===== src/rtl/dec2bin_iter.sv =====
module dec2bin_iter #(
  parameter int DIGITS = 2
) (
  input  logic                             clk,
  input  logic                             rst_n,
  input  logic                             start_i,
  input  logic [4*DIGITS-1:0]              bcd_i,
  output logic                             busy_o,
  output logic                             done_o,
  output logic [res_bits(DIGITS)-1:0]      bin_o,
  output logic                             err_o
);

  function automatic int res_bits(input int n);
    longint top;
    int     b;
    top = 1;
    for (int i = 0; i < n; i++) top = top * 10;
    top = top - 1;
    b = 0;
    for (int i = 0; i < 63; i++) if ((top >> i) != 0) b = i + 1;
    return (b < 1) ? 1 : b;
  endfunction

  localparam int DW    = 4 * DIGITS;
  localparam int RES_W = res_bits(DIGITS);
  localparam int CW    = $clog2(RES_W + 1);
  localparam int TW    = DW + RES_W;

  logic [DW-1:0]    dig_q;
  logic [RES_W-1:0] res_q;
  logic [CW-1:0]    cnt_q;
  logic             busy_q, done_q, err_q;

  logic [TW-1:0]    shifted;
  logic [DW-1:0]    fixed;
  logic [DIGITS-1:0] bad;
  logic             accept, last;

  assign shifted = {dig_q, res_q} >> 1;
  assign accept  = start_i && !busy_q;
  assign last    = (cnt_q == CW'(RES_W - 1));

  for (genvar g = 0; g < DIGITS; g++) begin : g_digit
    logic [3:0] nib;
    assign nib = shifted[RES_W + 4*g +: 4];
    assign fixed[4*g +: 4] = (nib >= 4'd8) ? nib - 4'd3 : nib;
    assign bad[g] = (bcd_i[4*g +: 4] > 4'd9);
  end

  always_ff @(posedge clk) begin
    if (!rst_n) begin
      dig_q  <= '0;
      res_q  <= '0;
      cnt_q  <= '0;
      busy_q <= 1'b0;
      done_q <= 1'b0;
      err_q  <= 1'b0;
    end else begin
      done_q <= 1'b0;
      if (accept) begin
        dig_q  <= bcd_i;
        res_q  <= '0;
        cnt_q  <= '0;
        busy_q <= 1'b1;
        err_q  <= |bad;
      end else if (busy_q) begin
        dig_q <= fixed;
        res_q <= shifted[RES_W-1:0];
        cnt_q <= cnt_q + 1'b1;
        if (last) begin
          busy_q <= 1'b0;
          done_q <= 1'b1;
        end
      end
    end
  end

  assign busy_o = busy_q;
  assign done_o = done_q;
  assign bin_o  = res_q;
  assign err_o  = err_q;

  assert_reset_R1: assert property (@(posedge clk)
    $past(!rst_n) |-> (!busy_o && !done_o && !err_o && bin_o == '0));

  assert_load_clears_R2: assert property (@(posedge clk) disable iff (!rst_n)
    (start_i && !busy_o) |=> (busy_o && bin_o == '0));

  assert_digits_drained_R3: assert property (@(posedge clk) disable iff (!rst_n)
    (done_o && !err_o) |-> (dig_q == '0));

  assert_done_pulse_R4: assert property (@(posedge clk) disable iff (!rst_n)
    done_o |=> !done_o);

  assert_ignore_busy_R5: assert property (@(posedge clk) disable iff (!rst_n)
    (busy_o && start_i && !last) |=> (busy_o && cnt_q == $past(cnt_q) + 1'b1));

  assert_idle_hold_R6: assert property (@(posedge clk) disable iff (!rst_n)
    (!busy_o && !start_i) |=> ($stable(bin_o) && $stable(err_o)));

  assert_busy_done_R8: assert property (@(posedge clk) disable iff (!rst_n)
    $fell(busy_o) |-> done_o);

  assert_done_idle_R8: assert property (@(posedge clk) disable iff (!rst_n)
    done_o |-> !busy_o);

endmodule


===== config.mk =====
export PLATFORM = sky130hd
export DESIGN_NAME = dec2bin_iter
export DESIGN_NICKNAME = d
export VERILOG_FILES = /design/src/rtl/dec2bin_iter.sv
export SDC_FILE = /design/constraint.sdc
export NUM_CORES = 1
export LEC_CHECK = 0
export ABC_AREA = 0
export BUFFER_PORTS_ARGS = -buffer_cell sky130_fd_sc_hd__buf_2
export CELL_PAD_IN_SITES_DETAIL_PLACEMENT = 1
export CELL_PAD_IN_SITES_GLOBAL_PLACEMENT = 1
export CORE_MARGIN = 2
export CORE_UTILIZATION = 36
export CTS_CLUSTER_SIZE = 8
export DETAILED_ROUTE_END_ITERATION = 7
export PLACE_DENSITY_LB_ADDON = 0.05
export SETUP_SLACK_MARGIN = 0.3
export SLEW_MARGIN = 10
export SYNTH_ARGS = -nofsm -noshare
export SYNTH_HDL_FRONTEND = slang
export SYNTH_SLANG_ARGS = --single-unit

===== constraint.sdc =====
create_clock -name clk -period 1.2 [get_ports clk]
set_clock_uncertainty 0.1 [all_clocks]
set_input_delay 0.12 -clock clk [delete_from_list [all_inputs] [get_ports clk]]
set_output_delay 0.12 -clock clk [all_outputs]
set_load 0.005 [all_outputs]

==> results of run 1 <==
-- repair_timing --
| item | in CTS | in global routing |
|---|---|---|
| buffers inserted | 11 | 0 |
| endpoints found under the hold margin | 1 | 0 |
| setup endpoints to repair | 31 | 31 |
| resized for setup | 30 | 14 |
| hold buffers | 2 | 0 |
| cloned | 1 | 0 |
| pin swaps | 11 | 3 |
-- synth_stat cells, types with 3 or more instances --
library cell  count
nor2_1           10
o21ai_1           4
nand2_1           8
o21ai_0           4
and2_1            4
inv_1             3
dfxtp_1          21
buf_4             3
o211a_1           3
xnor2_1           3
ha_1              4
mux2i_1          12
-- logic make-up (layout without fill, tap and decap cells) --
kind of cell               after synthesis  in the layout  synth area share, %
buffers and inverters                    9             43                 6.31
and+or+nand+nor                         28             29                 14.7
xor gates and xnor gates                 4              4                 3.60
muxes                                   14             14                 15.4
adders and majority gates                4              4                 5.15
DFF                                     21             21                 43.2
AOI/OAI and AO/OA                       17             17                 11.6
-- layout make-up --
cell class	count	share of cell area (%)
multi-input combinational	68	42.8
sequential	21	31.6
tap	30	2.67
clock buffer	3	1.60
timing repair buffer	36	20.0
clock inverter	1	0.356
inverter	3	0.978
-- metrics by stage --
stage | cells | setup WS (ns) | utilization, % | hold WS, ns
floorplan | 97 | 0.106 | - | 0.193
global placement | 144 | 0.0594 | 43.8 | 0.332
detailed placement | 144 | 0.0449 | 43.8 | 0.336
CTS | 162 | 0.0709 | 53.2 | 0.0546
global route | 162 | -0.00427 | 55.8 | 0.0650
finish | 162 | 0.0395 | 55.8 | 0.0533
-- cell usage in the layout, fill, tap and decap left out, types with 3 or more instances in the layout --
master | Yosys | layout
and2_1 | 4 | 4
buf_2 | 0 | 17
buf_4 | 3 | 8
buf_6 | 2 | 5
buf_8 | 0 | 4
clkbuf_4 | 0 | 3
dfxtp_1 | 21 | 7
dfxtp_2 | 0 | 11
dfxtp_4 | 0 | 3
mux2i_1 | 12 | 12
nand2_1 | 8 | 5
nand2_2 | 0 | 3
nor2_1 | 10 | 9
o211a_1 | 3 | 3
o21ai_0 | 4 | 3
o21ai_1 | 4 | 4
-- sequential cells by signal (all words and copies together), names as in the netlist --
name	flops
done_o	1
err_o	1
dig_q	8
bin_o	7
cnt_q	3
busy_o	1
-- final timing paths --
kind	start	to	cells past startpoint
worst min register to register	bin_o[0]$_SDFFE_PP0P_	bin_o[0]$_SDFFE_PP0P_	2
worst max register to register	busy_o$_SDFF_PN0_	bin_o[2]$_SDFFE_PP0P_	4
worst max-delay path	busy_o$_SDFF_PN0_	bin_o[2]$_SDFFE_PP0P_	4
worst min-delay path	bcd_i[5]	err_o$_SDFFE_PN0P_	3
-- power by group --
group          total, W  switching [W]  internal (W)
registers      0.000760      0.0000320      0.000728
logic          0.000289       0.000125      0.000164
clock network  0.000344       0.000220      0.000125
total           0.00139       0.000376       0.00102
-- routing by layer --
| layer | track usage [%] | up-vias |
|---|---|---|
| li1 | - | 401 |
| met1 | 20.1 | 388 |
| met2 | 24.4 | 11 |
| met3 | 5.12 | 0 |
| met4 | 2.04 | 0 |
| met5 | 0 | - |
-- tightest hold or removal path, delay by kind of cell --
kind / cells / cell delay, ns
AO/OA/AOI/OAI: 2 / 0.22
buffers and inverters: 1 / 0.09
==> summary.md, run 1 <==
| Metric | Value |
|---|---|
| Worst-margin pin slew | `0.295 ns` |
| LEAKAGE | `0.625 nW` |
| Hold Fails Final Rpt | `0` |
| CP delay by family, top | `flip-flops` |
| DP Wirelength | `1440 um` |
| WL met2 | `1150 um` |
| Setup_tns | `0 ns` |
| Synth async-reset ratio | `0%` |
| WL met3 | `77 um` |
| Sequential cell area | `445 sq um` |
| DR top layer | `met3` |
| Largest cells by area after synthesis | `dfxtp_1, mux2i_1, ha_1, nor2_1, o211a_1` |
| Pins Over Slew Limit | `0` |
| Vert. Die Dim | `56.0 um` |
| Vias per inst | `4.94` |
| Initial core utilization | `38.5%` |
| FF+latch count, synth | `21` |
| Maximum vdd drop | `0.870 mV` |
| Worst path bufs/invs | `2` |
| Nets | `148` |
| GRT Residual Overflow | `0` |
| RSZ-0062 raised after global routing | `yes` |
| Crit path largest cell delay | `0.38 ns` |
| Max Fanout on Critical Path | `6` |
| Row count | `18` |
| Die Wd | `56.0 um` |
| All-Layer GR Usage | `15.1%` |
| Number of fillers in the final layout | `279` |
| CTS tree | `built` |
| First-pass GRT wire length | `3790 um` |
| Max-cap violations | `0` |
| Status | `complete, no violations` |
| Core area | `2520 sq um` |
| Crit path DAT | `1.26 ns` |
| CTS H-Tree Depth | `1` |
| Synthesized cell area | `972 sq um` |
| Post-synthesis area per instance | `10.0 sq um` |
| Cell count after synthesis | `97` |
| Initial antenna violation count | `0` |
| R2R setup slack | `0.04 ns` |
| Fin crit period | `1.16 ns` |
| CTS Buf Count | `3` |
| EDFF count, synth | `0` |
| Clock tree root driver cell | `clkbuf_4` |
| Power Density | `989 nW/um^2` |
| Synth area leader | `dfxtp_1` |
| WL final | `2210 um` |
| Most used cell, CP | `buf_8` |
| CP cell instances | `buf_8, buf_8, mux2i_1, nor2_1` |
| I/O pin count | `21` |
| CP startpoint kind | `flop` |
| IO buf count | `20` |
| CTS Buffer Depth | `2` |
| Post-synth cell types | `27` |
| Final period util | `96.7%` |
| Layout cells sized above 1 | `58.3%` |
| Wirelength per Cell | `13.6 um` |
| Final Wtd Congestion | `0.662` |
| Setup CP Type | `flop to flop` |
| DP Area | `1100 sq um` |
| N_diodes | `0` |
| Yosys warns | `0` |
| CP max stage cell | `dfxtp_4` |
| Die area | `3130 sq um` |
| Normalized max-slew margin | `80.3%` |
| Largest net degree at the start of global routing | `14` |
| Crit path capture type | `flop` |
| Yosys top cell area share | `43.2%` |
| CTS clk-pin slew, worst paths | `0.12 ns` |
| Vias | `800` |
| Seq/Total Area, Yosys | `43.2%` |
| Footprint of the multi-input gates | `602 sq um` |
| Layout area overhead | `44.8%` |
| HP Class | `input pin to flop` |
| Final ANT Viol Nets | `0` |
| CP required | `1.30 ns` |
| # DRC | `0` |
| Vias in the first global route | `819` |
| Final Setup Violations | `0` |
| Predominant post-synthesis flop cell | `dfxtp_1` |
| Later-pin clock latency in the skew report | `0.31 ns` |
| Fmax | `862 MHz` |
| Final instance area | `1410 sq um` |
| Pre-Repair DR Iteration Count | `2` |
| Clk sinks | `21` |
| M1 WL | `985 um` |
| Mapped Nets | `112` |
| Power, Total | `0.00139 W` |
| DRT iter0 DRCs | `4` |
(Power assumes the default switching activity.)
==> run 2: changes to the inputs <==
--- a/config.mk
+++ b/config.mk
@@ -7,10 +7,8 @@
 export LEC_CHECK = 0
 export ABC_AREA = 0
 export BUFFER_PORTS_ARGS = -buffer_cell sky130_fd_sc_hd__buf_2
-export CELL_PAD_IN_SITES_DETAIL_PLACEMENT = 1
-export CELL_PAD_IN_SITES_GLOBAL_PLACEMENT = 1
 export CORE_MARGIN = 2
-export CORE_UTILIZATION = 36
+export CORE_UTILIZATION = 40
 export CTS_CLUSTER_SIZE = 8
 export DETAILED_ROUTE_END_ITERATION = 7
 export PLACE_DENSITY_LB_ADDON = 0.05
==> run 2 against run 1 <==
Against the previous run: first-iteration DRC count rose to 2.5 times the previous value; non-clock buffer count rose by 1; clock-buffer cell count up 1; routed wire length is 7.4% lower; worst hold slack got worse by 0.022 ns; critical endpoint is now dig_q[1]$_SDFFE_PN0P_; largest power group unchanged; highest routed layer is now met4.
==> summary.md, run 2 (synthesis results as in run 1) <==
| Metric | Value |
|---|---|
| Status | `complete, no violations` |
| Number of fillers in the final layout | `199 (-29%)` |
| Footprint of the multi-input gates | `593 sq um (-1.5%)` |
| Most frequent cells in the layout | `buf_2, mux2i_1, dfxtp_2, nor2_1, buf_4` |
| Die Wd | `53.3 um (-4.8%)` |
| I/O pin count | `21 (unchanged)` |
| Vias in the first global route | `699 (-15%)` |
| HP Start | `bcd_i[3]` |
| Row count | `17 (-1)` |
| Later-pin clock latency in the skew report | `0.30 ns (about the same)` |
| Pre-Repair DR Iteration Count | `4 (+2)` |
| First-pass GRT wire length | `3350 um (-12%)` |
| Layout cells sized above 1 | `57.9% (-0.44 points)` |
| Initial antenna violation count | `0 (unchanged)` |
| Hold WS | `0.0315 ns (-0.0218 ns)` |
| Final Wtd Congestion | `0.672 (+1.5%)` |
| Die area | `2840 sq um (-9.3%)` |
| Initial core utilization | `43.1% (+4.6 points)` |
| Fin crit period | `1.11 ns (-0.0457 ns)` |
| Net Sw Power | `0.000366 W (-2.8%)` |
| DP Area | `1110 sq um (+0.23%)` |
| CP startpoint kind | `flop` |
| HP Class | `input pin to flop` |
| CP required | `1.35 ns (+0.05 ns)` |
| Vias per inst | `4.88 (-1.3%)` |
| Pins Over Slew Limit | `0 (unchanged)` |
| Layout area overhead | `45.4%` |
| CTS tree | `built` |
| Reg power frac | `54.4% (-0.2 points)` |
| IO buf count | `20 (unchanged)` |
| Max Fanout on Critical Path | `4 (-2)` |
| Vert. Die Dim | `53.3 um (-4.8%)` |
| Vias | `785 (-1.9%)` |
| Final Setup Violations | `0 (unchanged)` |
| Core area | `2250 sq um (-11%)` |
| Worst reg-to-reg path cell count | `5 (+1)` |
| Max-cap violations | `0 (unchanged)` |
| Final period util | `92.9% (-3.8 points)` |
| Worst flop-to-flop path endpoint | `dig_q[1]$_SDFFE_PN0P_` |
| Largest net degree at the start of global routing | `14 (unchanged)` |
| Hold endpoint | `err_o$_SDFFE_PN0P_` |
| WL final | `2050 um (-7.4%)` |
| Final ANT Viol Nets | `0 (unchanged)` |
| Clk sinks | `21 (unchanged)` |
| Power Density | `984 nW/um^2 (-0.55%)` |
| N_diodes | `0 (unchanged)` |
| LEAKAGE | `0.654 nW (+4.8%)` |
| Commonest non-fill, non-tap cell in the layout | `buf_2` |
| Normalized max-slew margin | `79.3% (-1.0 points)` |
| Clock tree root driver cell | `clkbuf_4` |
| CTS H-Tree Depth | `1 (unchanged)` |
| Crit path capture type | `flop` |
| Final instance area | `1410 sq um (+0.44%)` |
| Clock share of power | `24.6% (about the same)` |
| Worst-margin pin slew | `0.310 ns (+0.0152 ns)` |
| DRT iter0 DRCs | `10 (+6)` |
| R2R setup slack | `0.09 ns (+0.05 ns)` |
| Max reg flops | `8 (unchanged)` |
| Setup CP Type | `flop to flop` |
| Cell Int Power | `0.00103 W (+0.88%)` |
| Logic pwr share | `21.0% (+0.3 points)` |
| Crit path DAT | `1.27 ns (about the same)` |
| Cell depth of the worst hold path | `3 (unchanged)` |
| Origin of the critical flop-to-flop path | `dig_q[2]$_SDFFE_PN0P_` |
| Final non-filler cell total | `161 (-0.62%)` |
| # DRC | `0 (unchanged)` |
| CTS clk-pin slew, worst paths | `0.11 ns (about the same)` |
| CTS Buf Count | `3 (unchanged)` |
| Fmax | `897 MHz (+4.1%)` |
| RSZ-0062 raised after global routing | `yes` |
| GRT Residual Overflow | `0 (unchanged)` |
| Inst Count DP | `141 (-2.1%)` |
| Switching Fraction | `26.3% (-0.72 points)` |
| Nets | `149 (+0.68%)` |
| Sequential cell area | `444 sq um (-0.28%)` |
| Maximum vdd drop | `0.677 mV (-22%)` |
| Wirelength per Cell | `12.7 um (-6.8%)` |
| Most flops, register | `dig_q` |
| CTS Buffer Depth | `2 (unchanged)` |
| DP Wirelength | `1220 um (-15%)` |
| Setup_tns | `0 ns (unchanged)` |
| Hold Fails Final Rpt | `0 (unchanged)` |
| All-Layer GR Usage | `17.2% (+2.1 points)` |
run 2: how the worst max path moves through the flow:
stage                          start                    end  cells after the start
2_1_floorplan  dig_q[2]$_SDFFE_PN0P_  dig_q[1]$_SDFFE_PN0P_                      5
3_3_place_gp                 start_i  dig_q[0]$_SDFFE_PN0P_                      3
3_5_place_dp                 start_i  dig_q[0]$_SDFFE_PN0P_                      3
4_1_cts            busy_o$_SDFF_PN0_                 busy_o                      2
5_1_grt        dig_q[2]$_SDFFE_PN0P_  dig_q[1]$_SDFFE_PN0P_                      5
6_report       dig_q[2]$_SDFFE_PN0P_  dig_q[1]$_SDFFE_PN0P_                      5
run 2: critical path, stage by stage, from the launching register on:
cell and delay, ns:
dfxtp_4 0.40, inv_4 0.04, ha_4 0.25, nand2_2 0.04, o211ai_1 0.08, o211a_1 0.16
run 2: routing by layer:
layer,part of all wire (%),global-route usage [%],vias up
met3,4.3,3.67,5
met1,47,20.5,361
li1,-,-,402
met5,0,0,-
met2,46,28.0,17
met4,2.2,10.3,0
run 2: timing repair:
| action | 4_1_cts | 5_1_grt |
|---|---|---|
| resized for setup | 24 | 16 |
| gates cloned | 2 | 0 |
| hold buffers | 1 | 0 |
| setup endpoints to repair | 31 | 31 |
| endpoints found under the hold margin | 1 | 0 |
| buffers inserted | 13 | 0 |
| pin swaps | 7 | 6 |
run 2: area by class of cell:
| cell class | instances | area share, % |
|---|---|---|
| clock buffer | 4 | 1.86 |
| tap | 28 | 2.48 |
| timing repair buffer | 37 | 21.3 |
| inverter | 3 | 0.973 |
| multi-input combinational | 68 | 41.9 |
| sequential | 21 | 31.4 |
run 2: power groups by stage:
stage	sequential (W)	clock (W)	combinational [W]
2_1_floorplan	0.000767	0	0.000153
3_3_place_gp	0.000776	0	0.000183
3_5_place_dp	0.000777	0	0.000187
4_1_cts	0.000755	0.000356	0.000273
5_1_grt	0.000763	0.000394	0.000317
6_report	0.000757	0.000342	0.000292
run 2: metrics by stage:
| stage | power, W | setup slack (ns) | utilization, % |
|---|---|---|---|
| 5_1_grt | 0.00147 | 0.0392 | 62.7 |
| 3_5_place_dp | 0.000964 | 0.0264 | 49.1 |
| 2_1_floorplan | 0.000920 | 0.106 | - |
| 4_1_cts | 0.00138 | 0.0807 | 59.9 |
| 6_report | 0.00139 | 0.0852 | 62.7 |
| 3_3_place_gp | 0.000959 | 0.0659 | 49.1 |
